### src/rtl/hostport_pkg.sv
package hostport_pkg;

  typedef enum logic [2:0] {
    SEL_CTL,
    SEL_OS,
    SEL_STAT,
    SEL_DC,
    SEL_NONE,
    SEL_WIN
  } sel_e;

  // Region decode: control words first, then strobe, status, offsets.
  function automatic sel_e decode_addr(input int unsigned a,
                                       input int unsigned nctl,
                                       input int unsigned ndc,
                                       input int unsigned win);
    if (a >= win)             return SEL_WIN;
    if (a < nctl)             return SEL_CTL;
    if (a == nctl)            return SEL_OS;
    if (a == nctl + 1)        return SEL_STAT;
    if (a < nctl + 2 + ndc)   return SEL_DC;
    return SEL_NONE;
  endfunction

endpackage

### src/rtl/hp_wr_sync.sv
module hp_wr_sync #(
  parameter int AW = 9,
  parameter int DW = 16
) (
  input  logic          clk,
  input  logic          rst_n,
  input  logic          cs_n,
  input  logic          rd_n,
  input  logic          wr_n,
  input  logic [AW-1:0] addr,
  input  logic [DW-1:0] din,
  output logic          wr_go,
  output logic [AW-1:0] wr_addr,
  output logic [DW-1:0] wr_data
);

  logic [2:0]    stb_q, stb_d;
  logic [1:0]    leg_q, leg_d;
  logic          go_d;
  logic          stb_rise, stb_fall, legacy, hold_en;
  logic [AW-1:0] addr_q;
  logic [DW-1:0] data_q;

  always_comb begin
    stb_d    = {stb_q[1:0], ~cs_n & ~wr_n};
    leg_d    = {leg_q[0], ~rd_n};
    legacy   = leg_q[1];
    stb_rise = stb_q[1] & ~stb_q[2];
    stb_fall = ~stb_q[1] & stb_q[2];
    go_d     = legacy ? stb_rise : stb_fall;
    hold_en  = stb_q[1];
  end

  always_ff @(posedge clk or negedge rst_n) begin
    if (!rst_n) begin
      stb_q <= '0;
      leg_q <= '0;
      wr_go <= 1'b0;
    end else begin
      stb_q <= stb_d;
      leg_q <= leg_d;
      wr_go <= go_d;
    end
  end

  always_ff @(posedge clk or negedge rst_n) begin
    if (!rst_n) begin
      addr_q <= '0;
      data_q <= '0;
    end else if (hold_en) begin
      addr_q <= addr;
      data_q <= din;
    end
  end

  assign wr_addr = addr_q;
  assign wr_data = data_q;

  // a strobe, however long, commits once
  p_single_go_r11: assert property (@(posedge clk) disable iff (!rst_n)
    wr_go |=> !wr_go);

  // a normal-mode commit follows the end of a synchronised strobe
  p_commit_after_strobe_r2: assert property (@(posedge clk) disable iff (!rst_n)
    (wr_go && !$past(leg_q[1])) |-> !stb_q[2]);

endmodule

### src/rtl/hp_regfile.sv
module hp_regfile
  import hostport_pkg::*;
#(
  parameter int AW   = 9,
  parameter int DW   = 16,
  parameter int NCTL = 14,
  parameter int NDC  = 4
) (
  input  logic              clk,
  input  logic              rst_n,
  input  logic              wr_go,
  input  logic [AW-1:0]     wr_addr,
  input  logic [DW-1:0]     wr_data,
  output logic [NCTL*DW-1:0] ctl_flat,
  output logic [NDC*DW-1:0]  dc_flat,
  output logic              os_pulse,
  output logic              pe_we,
  output logic [AW-2:0]     pe_waddr,
  output logic [DW-1:0]     pe_wdata
);

  localparam int WA      = AW - 1;
  localparam int WIN     = 1 << WA;
  localparam int DC_BASE = NCTL + 2;

  sel_e wsel;
  logic os_d, pe_d;

  always_comb begin
    wsel = decode_addr(32'(wr_addr), NCTL, NDC, WIN);
    os_d = wr_go && (wsel == SEL_OS);
    pe_d = wr_go && (wsel == SEL_WIN);
  end

  for (genvar g = 0; g < NCTL; g++) begin : g_ctl
    logic [DW-1:0] q;
    logic          en;
    assign en = wr_go && (wsel == SEL_CTL) && (wr_addr == AW'(g));
    always_ff @(posedge clk or negedge rst_n) begin
      if (!rst_n)  q <= '0;
      else if (en) q <= wr_data;
    end
    assign ctl_flat[g*DW +: DW] = q;
  end

  for (genvar g = 0; g < NDC; g++) begin : g_dc
    logic [DW-1:0] q;
    logic          en;
    assign en = wr_go && (wsel == SEL_DC) && (wr_addr == AW'(DC_BASE + g));
    always_ff @(posedge clk or negedge rst_n) begin
      if (!rst_n)  q <= '0;
      else if (en) q <= wr_data;
    end
    assign dc_flat[g*DW +: DW] = q;
  end

  always_ff @(posedge clk or negedge rst_n) begin
    if (!rst_n) begin
      os_pulse <= 1'b0;
      pe_we    <= 1'b0;
    end else begin
      os_pulse <= os_d;
      pe_we    <= pe_d;
    end
  end

  always_ff @(posedge clk or negedge rst_n) begin
    if (!rst_n) begin
      pe_waddr <= '0;
      pe_wdata <= '0;
    end else if (pe_d) begin
      pe_waddr <= wr_addr[WA-1:0];
      pe_wdata <= wr_data;
    end
  end

  // strobe is one cycle wide
  p_os_width_r4: assert property (@(posedge clk) disable iff (!rst_n)
    os_pulse |=> !os_pulse);

  // table write pulse is one cycle wide and never coincides with the strobe
  p_pe_width_r8: assert property (@(posedge clk) disable iff (!rst_n)
    pe_we |=> !pe_we);
  p_pulse_excl_r8: assert property (@(posedge clk) disable iff (!rst_n)
    $onehot0({os_pulse, pe_we}));

  // stored words move only on a commit
  p_regs_hold_r6: assert property (@(posedge clk) disable iff (!rst_n)
    !wr_go |=> ($stable(ctl_flat) && $stable(dc_flat)));

  // a pulse leaves every stored word as it was
  p_pulse_no_store_r4: assert property (@(posedge clk) disable iff (!rst_n)
    (os_d || pe_d) |=> ($stable(ctl_flat) && $stable(dc_flat)));

endmodule

### src/rtl/hp_rd_mux.sv
module hp_rd_mux
  import hostport_pkg::*;
#(
  parameter int AW   = 9,
  parameter int DW   = 16,
  parameter int NCTL = 14,
  parameter int NDC  = 4
) (
  input  logic [AW-1:0]      addr,
  input  logic [NCTL*DW-1:0] ctl_flat,
  input  logic [NDC*DW-1:0]  dc_flat,
  input  logic [DW-1:0]      stat_in,
  input  logic [DW-1:0]      cap_rdata,
  output logic [AW-2:0]      cap_raddr,
  output logic [DW-1:0]      rdata
);

  localparam int WIN     = 1 << (AW - 1);
  localparam int DC_BASE = NCTL + 2;

  sel_e rsel;

  always_comb begin
    rsel  = decode_addr(32'(addr), NCTL, NDC, WIN);
    rdata = '0;
    case (rsel)
      SEL_CTL: begin
        for (int k = 0; k < NCTL; k++)
          if (addr == AW'(k)) rdata = ctl_flat[k*DW +: DW];
      end
      SEL_DC: begin
        for (int k = 0; k < NDC; k++)
          if (addr == AW'(DC_BASE + k)) rdata = dc_flat[k*DW +: DW];
      end
      SEL_STAT: rdata = stat_in;
      SEL_WIN:  rdata = cap_rdata;
      default:  rdata = '0;
    endcase
  end

  assign cap_raddr = addr[AW-2:0];

endmodule

### src/rtl/hostport_ctl.sv
module hostport_ctl #(
  parameter int AW   = 9,
  parameter int DW   = 16,
  parameter int NCTL = 14,
  parameter int NDC  = 4
) (
  input  logic               clk,
  input  logic               rst_n,
  input  logic               hb_cs_n,
  input  logic               hb_rd_n,
  input  logic               hb_wr_n,
  input  logic [AW-1:0]      hb_addr,
  input  logic [DW-1:0]      hb_din,
  output logic [DW-1:0]      hb_dout,
  output logic               hb_oe,
  input  logic [DW-1:0]      stat_in,
  output logic [NCTL*DW-1:0] ctl_regs,
  output logic [NDC*DW-1:0]  dc_regs,
  output logic               os_pulse,
  output logic [AW-2:0]      cap_raddr,
  input  logic [DW-1:0]      cap_rdata,
  output logic               pe_we,
  output logic [AW-2:0]      pe_waddr,
  output logic [DW-1:0]      pe_wdata
);

  logic [1:0]    rst_q;
  logic          rst_core;
  logic          wr_go;
  logic [AW-1:0] wr_addr;
  logic [DW-1:0] wr_data;

  // reset asserts at once, releases on a clock edge
  always_ff @(posedge clk or negedge rst_n) begin
    if (!rst_n) rst_q <= '0;
    else        rst_q <= {rst_q[0], 1'b1};
  end
  assign rst_core = rst_q[1];

  hp_wr_sync #(.AW(AW), .DW(DW)) u_sync (
    .clk     (clk),
    .rst_n   (rst_core),
    .cs_n    (hb_cs_n),
    .rd_n    (hb_rd_n),
    .wr_n    (hb_wr_n),
    .addr    (hb_addr),
    .din     (hb_din),
    .wr_go   (wr_go),
    .wr_addr (wr_addr),
    .wr_data (wr_data)
  );

  hp_regfile #(.AW(AW), .DW(DW), .NCTL(NCTL), .NDC(NDC)) u_regs (
    .clk      (clk),
    .rst_n    (rst_core),
    .wr_go    (wr_go),
    .wr_addr  (wr_addr),
    .wr_data  (wr_data),
    .ctl_flat (ctl_regs),
    .dc_flat  (dc_regs),
    .os_pulse (os_pulse),
    .pe_we    (pe_we),
    .pe_waddr (pe_waddr),
    .pe_wdata (pe_wdata)
  );

  hp_rd_mux #(.AW(AW), .DW(DW), .NCTL(NCTL), .NDC(NDC)) u_rd (
    .addr      (hb_addr),
    .ctl_flat  (ctl_regs),
    .dc_flat   (dc_regs),
    .stat_in   (stat_in),
    .cap_rdata (cap_rdata),
    .cap_raddr (cap_raddr),
    .rdata     (hb_dout)
  );

  // same condition serves both protocols: in legacy mode read strobe is low
  assign hb_oe = ~hb_cs_n & ~hb_rd_n & hb_wr_n;

  // pads never drive while a write strobe is low
  p_oe_off_r3: assert property (@(posedge clk) disable iff (!rst_core)
    !hb_wr_n |-> !hb_oe);

endmodule

### config.mk
export PLATFORM = sky130hd
export DESIGN_NAME = hostport_ctl
export DESIGN_NICKNAME = d
export VERILOG_FILES = /design/src/rtl/hostport_pkg.sv /design/src/rtl/hp_wr_sync.sv /design/src/rtl/hp_regfile.sv /design/src/rtl/hp_rd_mux.sv /design/src/rtl/hostport_ctl.sv
export SDC_FILE = /design/constraint.sdc
export NUM_CORES = 1
export LEC_CHECK = 0
export ABC_AREA = 0
export CORE_ASPECT_RATIO = 0.9
export CORE_MARGIN = 5
export CORE_UTILIZATION = 35
export DETAILED_ROUTE_END_ITERATION = 8
export SETUP_SLACK_MARGIN = 0.2
export SLEW_MARGIN = 25
export SYNTH_ARGS = -nofsm -noshare
export SYNTH_HDL_FRONTEND = slang
export SYNTH_SLANG_ARGS = --single-unit
### constraint.sdc
create_clock -name clk -period 23 [get_ports clk]
set_clock_uncertainty 0.2 [all_clocks]
set_input_delay 4.6 -clock clk [delete_from_list [all_inputs] [get_ports clk]]
set_output_delay 4.6 -clock clk [all_outputs]
set_load 0.005 [all_outputs]
-- Yosys cells after proc, flatten, opt, wreduce, memory -nomap -nowiden
Cells that the tools add are included.
Widths: inputs -> output; s select.
- bits in registers: 347
- input bits: 62
- output and inout bits: 339
- logic and storage cells: 184
- magnitude comparators: 6
- equality and inequality tests: 44
- mux-type cells: 70
- bitwise operators: 10
- reductions and logical operators: 26
- operators by type and width (cell ; number):
    $mux 16 ; 18
    $eq 9x4->1 const B ; 16
    $eq 9x3->1 const B ; 8
    $eq 9x5->1 const B ; 8
    $pmux 16 s4 ; 1
    $mux 3 ; 20
    $eq 9x2->1 const B ; 4
    $mux 1 ; 31
    $logic_and 1x1->1 ; 22
    $eq 9x1->1 const B ; 2
    $ge 9x9->1 const B ; 2
    $logic_not 9->1 ; 2
    $lt 9x4->1 const B ; 2
    $lt 9x5->1 const B ; 2
    $eq 3x2->1 const B ; 3
    $eq 3x3->1 const B ; 2
    $logic_not 3->1 ; 2
    $and 1x1->1 ; 5
    $not 1->1 ; 5
    $eq 3x1->1 const B ; 1

-- Logic depth before layout (Yosys ltp)
- word-level depth: 20
- gate-level depth with buffers: 10
- mapped depth without buffers: 6

-- Cells and area by module
Synthesis repeated with hierarchy kept, for this count alone.
- cell total of the unflattened synthesis: 1271
- area, all modules: 16445.8 µm²
- modules (own cells, without submodules) (module ; instances ; cells an instance ; area each (µm²) ; sequential area each (µm²)):
    hp_regfile ; 1 ; 715 ; 11867.6 ; 7857.5
    hp_rd_mux ; 1 ; 488 ; 3305.7 ; 0.0
    hp_wr_sync ; 1 ; 64 ; 1206.2 ; 775.7
    hostport_ctl ; 1 ; 4 ; 66.3 ; 50.0

-- Worst setup path after synthesis
OpenSTA, ideal clock, no wires.
- path kind: in2out
- start point: in hb_addr[0]
- end point: out hb_dout[13]
- arrival time: 6211 ps
- data required time: 18200 ps
- setup slack: 11989 ps
- stages on the path: 8
- buffers on the path: 4
- cells stage by stage: buf_2 -> buf_4 -> buf_4 -> buf_2 -> mux2_2 -> a222oi_1 -> o21ai_0 -> o21bai_1
- cells in the longest elaborated chain, start to end: 16
- elaborated cells on any way between the ends: 70
- those cells by class: order compare: 3; eq/ne: 22; mux: 43; reduce/logical: 2
- ends and longest elaborated chain (element ; line ; source):
    from (decl) ; hostport_ctl.sv:12 ; input logic [AW-1:0] hb_addr,
    parallel branches: the longest is 15 deep, another holds $lt 9x5->1 ; - ;
    $pmux 16 s4 (*) ; hp_rd_mux.sv:26 ; case (rsel)
    to (decl) ; hostport_ctl.sv:14 ; output logic [DW-1:0] hb_dout,
Every way passes the cells marked *. The select of a mux whose other input is x is not followed.

-- Worst setup path in the final report
- start point: in hb_addr[2]
- end point: out hb_dout[2]
Same word-level chain as after synthesis.

==> flow_metrics.py <==
metrics = {
    "global_route": {
        "globalRouteOverflowTotal": 0,
        "grt_use_total": 0.2456,
        "grt_max_degree": 79,
        "first_global_vias": 12880,
        "grt_pass1_wl_um": 93780,
        "grt_antenna_before_repair": 0,
    },
    "timing": {
        "period_share": 0.5802,
        "finalSetupViolCount": 0,
        "slew_violations": 0,
        "fin_tns_setup_ns": 0,
        "rsz0062_at_grt": "no",
        "finalWorstSetupSlack_ns": 9.655,
        "fmax_mhz": 74.94,
        "slew_headroom": 0.2708,
        "tightest_slew_ns": 1.091,
        "hold_violations": 0,
        "final.min_clock_period_ns": 13.34,
    },
    "synth": {
        "syn_inst": 1269,
        "netlist_area_um2": 16180,
        "synth_cell_type_count": 67,
        "synth_most_common_cell": "dfrtp_1",
        "yosysTopAreaCell": "dfrtp_1",
        "synthFlopType": "dfrtp_1",
        "async_flop_share": 1.000,
        "synthTopCellsByArea": "dfrtp_1 (54%), mux2_2 (23%), o21ai_0 (1.8%)",
        "synth.net_count": 1331,
        "ys_seq_area_frac": 0.5366,
        "synthTopCellsByCount": "dfrtp_1 (347), mux2_2 (328), clkbuf_1 (64), o21ai_0 (57), nand2_1 (50)",
        "synth_top_area_frac": 0.5366,
        "yosysWarnings": 0,
        "avgSynthCellArea_um2": 12.75,
        "synth_enable_flop_cells": 0,
        "synth-seq-cells": 347,
    },
    "pwr": {
        "p_int_mw": 1.172,
        "p_leak_nw": 9.680,
        "swShare": 0.2567,
        "p_sw_mw": 0.4046,
        "p_per_area_nw_per_um2": 71.85,
        "ir_drop_mv": 0.06327,
        "clockPowerShare": 0.421,
        "power_frac_comb": 0.125,
        "power_frac_seq": 0.455,
    },
    "outcome": {
        "status": "complete, no violations",
    },
    "setup_path": {
        "crit_top_cell": "clkdlybuf4s50_1",
        "crit_chain": "clkdlybuf4s50_1 > buf_4 > nor3b_1 > and3_1 > nand2_1 > o21ai_0 > a21o_1 > o221ai_1 > clkdlybuf4s50_1",
        "crit_type": "input port to output port",
        "cpPeakStageDelay_ns": 0.86,
        "end_kind": "output port",
        "critPathMaxFanout": 37,
        "start_kind": "input port",
        "cp.arrival_ns": 8.54,
        "worstPathRequired_ns": 18.20,
        "critPathSlowestCell": "nor3b_1",
    },
    "floorplanning": {
        "rows": 74,
        "boundaryPins": 401,
        "die_w_um": 236.7,
        "core_area_um2": 45550,
        "initial_core_util": 0.3552,
        "die_height_um": 214.0,
        "die_area_um2": 50640,
    },
    "routing": {
        "drtPass1Iterations": 5,
        "vias": 12480,
        "drtIter0Drc": 985,
        "vias_per_cell": 5.552,
        "ant_nets": 0,
        "drc": 0,
        "routed_wirelength_um": 64360,
        "wire_per_inst_um": 28.63,
    },
    "flow_run": {
        "max-cap-violations": 0,
    },
    "finish": {
        "fillers": 4163,
        "area.sequential_um2": 8687,
        "layout-drive-gt1-share": 0.2780,
        "multi_input_area_um2": 6962,
        "n_antenna_cell": 0,
        "final_nets": 1674,
        "area_growth_syn_to_layout_pct": 35.57,
    },
    "clock_network": {
        "path_clk_slew_ns": 0.06,
        "clockBufferDepth": 3,
        "cts.repair.resized": 0,
        "cts_sinks": 347,
        "cts_buffers": 41,
        "post_cts_buffers": 0,
        "cts_root_buf": "clkbuf_16",
        "cts_tree": "built",
        "cts_max_level": 2,
        "cts_hold_buf": 0,
        "clk_latency_ns": 0.55,
    },
    "placed_design": {
        "dp_slack_ns": 9.604,
        "gp_congestion": 0.8615,
        "hpwl_um": 47020,
        "port_buffers": 400,
    },
    "hold_path": {
        "hold_class": "register to register",
    },
}
==> layout make-up <==
type | count | area share
repair buffers | 416 | 0.1888
well taps | 608 | 0.03468
clock buffers | 63 | 0.05647
clock inverters | 8 | 0.005532
multi-input cells | 799 | 0.3173
flip-flops and latches | 347 | 0.3960
inverters | 7 | 0.001198
==> worst paths after layout <==
kind | startpoint | to | slack, ns | cells after the start
max in group asynchronous | rst_n | rst_q[1] | 18.44 | 1
setup / recovery | hb_addr[2] | hb_dout[2] | 9.66 | 9
setup reg to reg | u_sync.wr_addr[5] | u_regs.g_ctl[7].q[13] | 20.13 | 6
hold reg to reg | rst_q[0] | rst_q[1] | 0.15 | 0
min in group asynchronous | rst_q[1] | u_regs.pe_wdata[14] | 0.19 | 0
hold / removal | rst_q[0] | rst_q[1] | 0.15 | 0
==> registers in the layout, indices dropped and copies added, names as in the netlist <==
signal	flops
u_sync.leg_q	2
u_sync.wr_go	1
u_regs.pe_waddr	8
u_regs.pe_we	1
rst_q	2
u_sync.wr_addr	9
u_regs.g_dc.q	64
u_sync.wr_data	16
u_regs.os_pulse	1
u_regs.pe_wdata	16
u_regs.g_ctl.q	224
u_sync.stb_q	3
==> per-layer routing <==
metal | global-route usage | wire length (um) | share of wire | vias up
met5 | 0 | 0 | 0 | -
met2 | 0.3861 | 29760 | 0.46 | 507
met1 | 0.3367 | 27850 | 0.43 | 6522
met4 | 0.06714 | 1686 | 0.026 | 0
li1 | - | - | - | 5372
met3 | 0.06739 | 5056 | 0.079 | 80
==> power by group through the flow <==
| stage | registers [mW] | logic [mW] | clock network [mW] |
|---|---|---|---|
| detailed placement | 0.727 | 0.198 | 0 |
| finish | 0.716 | 0.197 | 0.663 |
| global route | 0.723 | 0.210 | 0.700 |
| global placement | 0.724 | 0.195 | 0 |
| floorplan | 0.699 | 0.0874 | 0 |
| CTS | 0.716 | 0.199 | 0.678 |
==> critical path: cells and delay by family <==
| family | cells | cell delay (ns) |
|---|---|---|
| compound gates | 3 | 0.74 |
| buf+inv | 3 | 1.33 |
| simple gates | 3 | 1.82 |
==> placed cells by master (no fill, tap or decap), types with 4 or more instances in the layout <==
| cell | netlist | final |
|---|---|---|
| a22o_1 | 9 | 9 |
| a22oi_1 | 11 | 11 |
| a21oi_1 | 33 | 33 |
| and2_1 | 4 | 4 |
| clkbuf_16 | 0 | 41 |
| clkdlybuf4s50_1 | 0 | 397 |
| o221ai_1 | 4 | 4 |
| o211ai_1 | 4 | 4 |
| o22ai_1 | 18 | 18 |
| nor2b_1 | 9 | 8 |
| clkbuf_1 | 64 | 9 |
| buf_4 | 11 | 15 |
| a2bb2oi_1 | 5 | 5 |
| o21ai_0 | 57 | 57 |
| inv_1 | 5 | 5 |
| nor2_2 | 10 | 10 |
| nor3_1 | 11 | 11 |
| o31ai_1 | 5 | 5 |
| a211oi_1 | 12 | 12 |
| a31oi_1 | 4 | 4 |
| nand2b_1 | 11 | 10 |
| o21a_1 | 8 | 8 |
| nor4_1 | 5 | 5 |
| nor2_4 | 2 | 4 |
| mux2_4 | 10 | 10 |
| nand3_1 | 19 | 19 |
| dfrtp_1 | 347 | 346 |
| a221oi_1 | 12 | 12 |
| nor2_1 | 44 | 42 |
| or3_1 | 9 | 9 |
| and3_1 | 5 | 5 |
| nand2_1 | 50 | 50 |
| a222oi_1 | 8 | 8 |
| mux4_2 | 11 | 11 |
| o21bai_1 | 5 | 5 |
| mux2_2 | 328 | 328 |
| mux2i_1 | 28 | 28 |
| clkbuf_8 | 0 | 13 |
==> per-stage QoR <==
stage / instance area (um2) / utilization / instances / hold WS [ns] / power (mW)
floorplan: 16180 / - / 1269 / 0.1312 / 0.7860
detailed placement: 20540 / 0.4509 / 2176 / 0.1411 / 0.9245
global placement: 20520 / 0.4506 / 2176 / 0.1347 / 0.9199
finish: 21940 / 0.4816 / 2248 / 0.1492 / 1.576
CTS: 21900 / 0.4807 / 2247 / 0.1544 / 1.592
global route: 21940 / 0.4816 / 2248 / 0.1610 / 1.633
==> cell families after synthesis <==
logic type | Yosys count | share of synthesized area
mux | 379 | 0.2716
buf+inv | 123 | 0.03441
compound gates | 220 | 0.09232
flops | 347 | 0.5366
other cells | 1 | 0.0002317
simple gates | 199 | 0.06487
(Power assumes the default switching activity.)
